[config.mk]
export PLATFORM = sky130hd
export DESIGN_NAME = phy_byte_encoder
export DESIGN_NICKNAME = d
export VERILOG_FILES = /design/src/rtl/phy_enc_pkg.sv /design/src/rtl/phy_enc_ctrl.sv /design/src/rtl/phy_enc_datapath.sv /design/src/rtl/phy_byte_encoder.sv
export SDC_FILE = /design/constraint.sdc
export NUM_CORES = 1
export LEC_CHECK = 0
export ABC_CLOCK_PERIOD_IN_PS = 1900
export BUFFER_PORTS_ARGS = -buffer_cell sky130_fd_sc_hd__buf_4
export CAP_MARGIN = 20
export CORE_AREA = 2 2 39 41
export CTS_CLUSTER_SIZE = 40
export DETAILED_ROUTE_END_ITERATION = 10
export DIE_AREA = 0 0 41 43
export GPL_TIMING_DRIVEN = 1
export PLACE_DENSITY = 0.69
export SKIP_LAST_GASP = 1
export SLEW_MARGIN = 10
export SYNTH_ARGS = -nofsm -noshare
export SYNTH_HDL_FRONTEND = slang
export SYNTH_SLANG_ARGS = --single-unit
export TNS_END_PERCENT = 100
[constraint.sdc]
create_clock -name clk -period 1.9 [get_ports clk]
set_input_delay 0.57 -clock clk [delete_from_list [all_inputs] [get_ports clk]]
set_output_delay 0.57 -clock clk [all_outputs]
set_load 0.005 [all_outputs]
[src/rtl/phy_enc_pkg.sv]
package phy_enc_pkg;

  localparam int NIB_W  = 4;
  localparam int LS_W   = 3;
  localparam int BYTE_W = 2 * NIB_W;

  localparam logic [LS_W-1:0] LS_ACTIVE = 3'b000;
  localparam logic [LS_W-1:0] LS_IDLE   = 3'b001;
  localparam logic [LS_W-1:0] LS_NOSIG  = 3'b010;
  localparam logic [LS_W-1:0] LS_MASTER = 3'b100;
  localparam logic [LS_W-1:0] LS_HALT   = 3'b101;
  localparam logic [LS_W-1:0] LS_QUIET  = 3'b110;
  localparam logic [LS_W-1:0] LS_NOISE  = 3'b111;

  localparam logic [NIB_W-1:0] RX_IDLE    = 4'b1011;
  localparam logic [NIB_W-1:0] RX_INVALID = 4'b0011;

  localparam logic [BYTE_W-1:0] CODE_SLIP = 8'b0011_1011;
  localparam logic [BYTE_W-1:0] CODE_LINK = 8'b0011_1010;

  typedef enum logic [1:0] {
    ENC_SYM  = 2'd0,
    ENC_STAT = 2'd1,
    ENC_SLIP = 2'd2,
    ENC_LINK = 2'd3
  } encMode_t;

  typedef struct packed {
    encMode_t mode;
    logic     zeroHi;
    logic     zeroLo;
    logic     unknown;
  } encStrobe_t;

endpackage

[src/rtl/phy_enc_ctrl.sv]
module phy_enc_ctrl
  import phy_enc_pkg::*;
#(
  parameter logic [NIB_W-1:0] IDLE_SYM  = 4'b1010,
  parameter logic [NIB_W-1:0] HALT_SYM  = 4'b0001,
  parameter logic [NIB_W-1:0] QUIET_SYM = 4'b0000
) (
  input  logic              clk,
  input  logic              rstN,
  input  logic              symHiCtl,
  input  logic [NIB_W-1:0]  symHi,
  input  logic              symLoCtl,
  input  logic [NIB_W-1:0]  symLo,
  input  logic [LS_W-1:0]   lineState,
  input  logic              stuffByte,
  input  logic              bufSlip,
  input  logic              linkDown,
  output encStrobe_t        strobe
);

  logic hiIdle, loIdle, hiHalt, loHalt, hiQuiet, loQuiet;
  logic pairFits;
  logic inActive, inIdle;

  assign hiIdle  = symHiCtl && (symHi == IDLE_SYM);
  assign loIdle  = symLoCtl && (symLo == IDLE_SYM);
  assign hiHalt  = symHiCtl && (symHi == HALT_SYM);
  assign loHalt  = symLoCtl && (symLo == HALT_SYM);
  assign hiQuiet = symHiCtl && (symHi == QUIET_SYM);
  assign loQuiet = symLoCtl && (symLo == QUIET_SYM);

  assign inActive = (lineState == LS_ACTIVE);
  assign inIdle   = (lineState == LS_IDLE);

  always_comb begin
    unique case (lineState)
      LS_IDLE:   pairFits = hiIdle && loIdle;
      LS_HALT:   pairFits = hiHalt && loHalt;
      LS_QUIET:  pairFits = hiQuiet && loQuiet;
      LS_MASTER: pairFits = (hiHalt && loQuiet) || (hiQuiet && loHalt);
      default:   pairFits = 1'b0;
    endcase
  end

  always_comb begin
    strobe.zeroHi  = inActive && !symHiCtl && symLoCtl;
    strobe.zeroLo  = inActive && symHiCtl && !symLoCtl;
    strobe.unknown = (inIdle && stuffByte) ? 1'b0 : !pairFits;
    if (bufSlip)       strobe.mode = ENC_SLIP;
    else if (linkDown) strobe.mode = ENC_LINK;
    else if (inActive) strobe.mode = ENC_SYM;
    else               strobe.mode = ENC_STAT;
  end

  // at most one nibble of a pair is ever cleared
  assert_single_zero_R3: assert property (@(posedge clk) disable iff (!rstN)
    !(strobe.zeroHi && strobe.zeroLo));

  // a pair that fits Idle Line State is never marked unknown
  assert_idle_known_R5: assert property (@(posedge clk) disable iff (!rstN)
    (inIdle && hiIdle && loIdle) |-> !strobe.unknown);

endmodule

[src/rtl/phy_enc_datapath.sv]
module phy_enc_datapath
  import phy_enc_pkg::*;
(
  input  logic              clk,
  input  logic              rstN,
  input  encStrobe_t        strobe,
  input  logic              symHiCtl,
  input  logic [NIB_W-1:0]  symHi,
  input  logic              symLoCtl,
  input  logic [NIB_W-1:0]  symLo,
  input  logic [LS_W-1:0]   lineState,
  output logic              outCtl,
  output logic [BYTE_W-1:0] outByte
);

  logic              nextCtl;
  logic [BYTE_W-1:0] nextByte;
  logic [NIB_W-1:0]  hiNib, loNib, rxNib;

  assign hiNib = strobe.zeroHi ? '0 : symHi;
  assign loNib = strobe.zeroLo ? '0 : symLo;
  assign rxNib = (lineState == LS_IDLE) ? RX_IDLE : RX_INVALID;

  always_comb begin
    unique case (strobe.mode)
      ENC_SYM: begin
        nextCtl  = symHiCtl || symLoCtl;
        nextByte = {hiNib, loNib};
      end
      ENC_STAT: begin
        nextCtl  = 1'b1;
        nextByte = {rxNib, strobe.unknown, lineState};
      end
      ENC_SLIP: begin
        nextCtl  = 1'b1;
        nextByte = CODE_SLIP;
      end
      default: begin
        nextCtl  = 1'b1;
        nextByte = CODE_LINK;
      end
    endcase
  end

  always_ff @(posedge clk) begin
    if (!rstN) begin
      outCtl  <= 1'b1;
      outByte <= CODE_LINK;
    end else begin
      outCtl  <= nextCtl;
      outByte <= nextByte;
    end
  end

  // a pure data pair passes through as a data byte
  assert_data_pair_R1: assert property (@(posedge clk) disable iff (!rstN)
    (strobe.mode == ENC_SYM && !symHiCtl && !symLoCtl) |=>
      (!outCtl && outByte == {$past(symHi), $past(symLo)}));

  // a mixed pair leaves a control byte with one cleared nibble
  assert_mix_zero_R3: assert property (@(posedge clk) disable iff (!rstN)
    (strobe.mode == ENC_SYM && (symHiCtl != symLoCtl)) |=>
      (outCtl && (outByte[7:4] == 4'd0 || outByte[3:0] == 4'd0)));

  // a status byte carries the line state in its low bits
  assert_status_layout_R4: assert property (@(posedge clk) disable iff (!rstN)
    (strobe.mode == ENC_STAT) |=>
      (outCtl && outByte[2:0] == $past(lineState)));

  // a buffer slip always yields its fixed code
  assert_slip_code_R7: assert property (@(posedge clk) disable iff (!rstN)
    (strobe.mode == ENC_SLIP) |=> (outCtl && outByte == CODE_SLIP));

endmodule

[src/rtl/phy_byte_encoder.sv]
module phy_byte_encoder
  import phy_enc_pkg::*;
#(
  parameter logic [3:0] IDLE_SYM  = 4'b1010,
  parameter logic [3:0] HALT_SYM  = 4'b0001,
  parameter logic [3:0] QUIET_SYM = 4'b0000
) (
  input  logic       clk,
  input  logic       rstN,
  input  logic       symHiCtl,
  input  logic [3:0] symHi,
  input  logic       symLoCtl,
  input  logic [3:0] symLo,
  input  logic [2:0] lineState,
  input  logic       stuffByte,
  input  logic       bufSlip,
  input  logic       linkDown,
  output logic       outCtl,
  output logic [7:0] outByte
);

  encStrobe_t strobe;

  phy_enc_ctrl #(
    .IDLE_SYM (IDLE_SYM),
    .HALT_SYM (HALT_SYM),
    .QUIET_SYM(QUIET_SYM)
  ) ctrl_i (
    .clk      (clk),
    .rstN     (rstN),
    .symHiCtl (symHiCtl),
    .symHi    (symHi),
    .symLoCtl (symLoCtl),
    .symLo    (symLo),
    .lineState(lineState),
    .stuffByte(stuffByte),
    .bufSlip  (bufSlip),
    .linkDown (linkDown),
    .strobe   (strobe)
  );

  phy_enc_datapath dp_i (
    .clk      (clk),
    .rstN     (rstN),
    .strobe   (strobe),
    .symHiCtl (symHiCtl),
    .symHi    (symHi),
    .symLoCtl (symLoCtl),
    .symLo    (symLo),
    .lineState(lineState),
    .outCtl   (outCtl),
    .outByte  (outByte)
  );

  // connection-unavailable without a slip yields its fixed code
  assert_link_code_R8: assert property (@(posedge clk) disable iff (!rstN)
    (linkDown && !bufSlip) |=> (outCtl && outByte == 8'b0011_1010));

endmodule

Word-level counts from Yosys, hierarchy flattened:

Cells that the tools add are included.

* bits in latches: 0
* logic and storage cells: 47
* output and inout port bits: 9
* register bits after elaboration: 9
* input port bits: 18
* memory bits (read-only): 0
* RAM bits: 0
* memories: 0

* $lt $le $gt $ge: 0
* eq/ne operators: 10
* reduce and logical (&&, ||, !) cells: 26
* shift-type cells: 0
* mux-type cells: 9
* bitwise logic cells: 0
* multipliers: 0
* div/mod/pow operators: 0
* add/subtract/negate cells: 0

Operator list (number)
* 8-bit one-hot mux with 3 select lines: 1
* 1-bit logical AND: 16
* 4-bit two-way mux: 3
* 3-bit == test, second input constant: 3
* 4-bit by 1-bit == test with 1-bit output, second input constant: 2
* 4-bit == test, second input constant: 2
* 4-bit zero test: 2
* 2-bit two-way mux: 2
* 1-bit one-hot mux with 4 select lines: 1
* 3-bit by 1-bit == test with 1-bit output, second input constant: 1
* 1-bit zero test: 3
* 3-bit zero test: 1
* 2-bit by 1-bit == test with 1-bit output, second input constant: 1
* 2-bit == test, second input constant: 1
* 2-bit zero test: 1
* 1-bit logical OR: 2
* 1-bit two-way mux: 2
* 2-bit AND reduction: 1

Longest topological paths before layout:

* depth in word-level cells: 8
* gate-level depth with buffers: 8
* mapped depth without buffers: 8

By module:

Synthesis repeated with hierarchy kept, for this count alone.

* cell total of the unflattened synthesis: 57
* area, all modules: 549.3 um^2

By module, submodules not included
* phy_enc_datapath: cells an instance 38, instances 1, area an instance 406.6 um^2, sequential area each 180.2 um^2
* phy_enc_ctrl: cells an instance 19, instances 1, area an instance 142.6 um^2, sequential area each 0.0 um^2

Worst setup path before layout:

OpenSTA, ideal clock, no wires.

* path type: input -> register
* start point: input port lineState[2]
* end point: register dp_i.outByte[0]
* arrival time: 1.615 ns
* slack: 0.166 ns
* buffers on the path: 0
* stages on the path: 6
* required time: 1.782 ns
* setup time: 0.118 ns
* cell sequence: or3_4 nor2_1 nor2_1 ha_1 a221oi_2 nor2_1

* cells in the longest elaborated chain, start to end: 6
* elaborated cells between the ends (all ways): 11
* classes of those cells: eq/ne (2); mux (5); reduce/logical (4)

Ends and longest elaborated chain
* from (decl): RTL line phy_byte_encoder.sv:14 `input logic [2:0] lineState,`
* 3-bit zero test (*): RTL line phy_enc_ctrl.sv:32 `assign inActive = (lineState == LS_ACTIVE);`
* 1-bit two-way mux: RTL line phy_enc_ctrl.sv:51 `else if (inActive) strobe.mode = ENC_SYM;`
* 2-bit two-way mux: RTL line phy_enc_ctrl.sv:50 `else if (linkDown) strobe.mode = ENC_LINK;`
* 2-bit two-way mux: RTL line phy_enc_ctrl.sv:49 `if (bufSlip) strobe.mode = ENC_SLIP;`
* 2-bit == test (tied with other cells): RTL line phy_enc_datapath.sv:25 `unique case (strobe.mode)`
* 8-bit one-hot mux with 3 select lines (*): RTL line phy_enc_datapath.sv:25
* to (signal assigned): RTL line phy_enc_datapath.sv:51 `outByte <= nextByte;`
* to (decl): RTL line phy_enc_datapath.sv:13 `output logic [BYTE_W-1:0] outByte`

Mark *: on every way between the ends. The rest lies on a longest branch, timed or not.
A chain may end at the register's enable or synchronous reset.

Worst setup path in the final report:

* start point: input port lineState[2]
* end point: register dp_i.outByte[3]

* cells in the longest elaborated chain, start to end: 6
* elaborated cells between the ends (all ways): 19
* classes of those cells: eq/ne (6); mux (7); reduce/logical (6)

Ends and longest elaborated chain (RTL line)
* 3-bit zero test: phy_enc_ctrl.sv:32
* 1-bit two-way mux: phy_enc_ctrl.sv:51
* 2-bit two-way mux: phy_enc_ctrl.sv:50
* 2-bit two-way mux: phy_enc_ctrl.sv:49
* 2-bit == test (tied with other cells): phy_enc_datapath.sv:25
* 8-bit one-hot mux with 3 select lines (*): phy_enc_datapath.sv:25

Marked as above.

==> flow_summary.json <==
{
  "period_share": 0.8972,
  "num_antenna_cells": 0,
  "numCtsBuffers": 3,
  "setup_viol": 0,
  "grt_usage": 0.1869,
  "holdPathStages": 3,
  "die_w_um": 41,
  "utilization": 0.5796,
  "ys_seq_area_frac": 0.3547,
  "drt_iter0_markers": 19,
  "max_freq_mhz": 586.6,
  "grt_max_degree": 6,
  "yosysUniqueCellTypes": 28,
  "io_pins": 27,
  "fp.dieArea_mm2": 0.001763,
  "crit_slowest_cell": "or3_4",
  "core_region_area_mm2": 0.001384,
  "cpPeakStageDelay_ns": 0.38,
  "ys_ff_latch": 9,
  "first_pass_iters": 4,
  "critPathTopFamily": "simple AND/OR/NAND/NOR gates",
  "area_growth_pct": 57.88,
  "synth.avg_cell_area_um2": 9.236,
  "cts_root_buffer": "clkbuf_4",
  "synthCells": 55,
  "cts_buffer_depth": 2,
  "hold_violations": 0,
  "relSlewSlack": 0.8069,
  "postCtsHoldBufs": 0,
  "power.density_mw_per_mm2": 582.9,
  "h-tree-depth": 1,
  "layout_common_cells": "buf_4 (33), dfxtp_1 (9), nor2_1 (7)",
  "multi_input_area_um2": 312.8,
  "row_count": 14,
  "grt_pass1_vias": 562,
  "place.gp.congestion": 0.7961,
  "outcome": "complete, no violations",
  "vias_per_cell": 5.250,
  "place_hpwl_um": 1121,
  "cpMostUsedCell": "nor2_1",
  "grt_pass1_wl_um": 2283,
  "drv_slew": 0,
  "fin_crit_ns": 1.705,
  "crit_path_start_kind": "input pin",
  "io_buffers": 26,
  "fp.dieH_um": 43,
  "initial_core_util": 0.3671,
  "drc": 0,
  "cp-end-kind": "flip-flop",
  "path_class": "in -> reg",
  "rsz0062_at_grt": "no",
  "async_flop_share": 0,
  "path_clk_slew_ns": 0.07,
  "wl_um": 1366,
  "ant_nets": 0,
  "stdcell_count": 108,
  "synth_area_um2": 508.0,
  "power.leakage_nw": 0.3667,
  "path_cells": "buf_4 > or3_4 > nor2_1 > nor2_1 > inv_1 > ha_1 > o31a_4 > a211oi_2 > o21ai_1",
  "crit_arrival_ns": 1.89,
  "fin_nets": 114,
  "clkSinkCount": 9,
  "vias": 567,
  "cts_tree": "yes",
  "wire_per_inst_um": 12.65,
  "antenna_found_initial": 0,
  "cp_num_cells": 9,
  "synth_flop_cell": "dfxtp_1",
  "layout.area.seq_um2": 180.2,
  "power_mw": 0.4675,
  "max_cap_violations": 0,
  "post_cts_resized": 0,
  "synth_warnings": 0,
  "final_common_cell": "buf_4",
  "critPathBufInv": 2,
  "peakVddDrop_uv": 326.2,
  "grt_overflow_total": 0,
  "layout-drive-gt1-share": 0.4565,
  "fillers": 132,
  "worst_slew_pin_slew_ns": 0.2859,
  "dp_cells": 104,
  "synth_fp_nets": 76,
  "critPathMaxFanout": 4,
  "hold_class": "in -> reg",
  "postCtsSetupRepairBufs": 0,
  "synth-edff-count": 0,
  "cp.required_ns": 2.09
}
## flip-flops by register name, indices dropped and copies added (netlist names)
signal	flops
dp_i.outCtl	1
dp_i.outByte	8
## stage by stage
step | hold slack, ns | setup WS [ns] | cell area, µm² | setup TNS, ns
after CTS | 0.5102 | 0.2137 | 802.0 | 0
after global placement | 0.7873 | -0.05611 | 775.7 | -0.07651
final | 0.5129 | 0.1953 | 802.0 | 0
after global routing | 0.5150 | 0.1339 | 802.0 | 0
after floorplan | 0.6611 | 0.1662 | 508.0 | 0
after detailed placement | 0.7817 | -0.05077 | 775.7 | -0.1577
## worst min-delay path, cell delays in order
cell     delay (ns)
buf_4          0.09
nand2_1        0.04
nand2_1        0.04
## path summary, 6_finish.rpt
path / startpoint / to / slack, ns
setup / recovery: lineState[2] / dp_i.outByte[3] / 0.20
hold / removal: symLo[1] / dp_i.outByte[1] / 0.51
## logic make-up (layout without fill, tap and decap cells)
family                   after synthesis  in the layout  synth area share
AND/OR/NAND/NOR                       24             24            0.2586
buffers and inverters                  4             41           0.02955
AO/OA/AOI/OAI                         14             14            0.2660
adder cells (fa/ha/maj)                3              3           0.07390
XOR/XNOR                               1              1           0.01724
flip-flops                             9              9            0.3547
## routing by layer
metal	GRT usage	part of all wire	vias up
li1	-	-	282
met1	0.2355	0.43	264
met2	0.2906	0.51	19
met5	0	0	-
met3	0.04712	0.048	2
met4	0.07333	0.014	0
## cell type report
| class | instances | share of cell area |
|---|---|---|
| multi-input combinational | 42 | 0.3900 |
| sequential | 9 | 0.2246 |
| clock buffer | 4 | 0.03276 |
| inverter | 4 | 0.01872 |
| tap | 16 | 0.02496 |
| timing repair buffer | 33 | 0.3089 |
## report_power, final
part           internal (mW)  switching (mW)  total (mW)
sequential             0.198         0.00224       0.200
clock                 0.0811          0.0727       0.154
combinational         0.0637          0.0498       0.114
total                  0.343           0.125       0.467
## cells in the mapped netlist (2+ instances only)
cell | count | area [µm²]
a22oi_1 | 2 | 15.01
nand2_1 | 4 | 15.01
ha_1 | 3 | 37.54
a21o_1 | 2 | 15.01
nand3_1 | 2 | 10.01
nor2_1 | 7 | 26.28
nand4_1 | 3 | 18.77
inv_1 | 4 | 15.01
dfxtp_1 | 9 | 180.2
No activity file was read; power rests on OpenSTA's default activity.
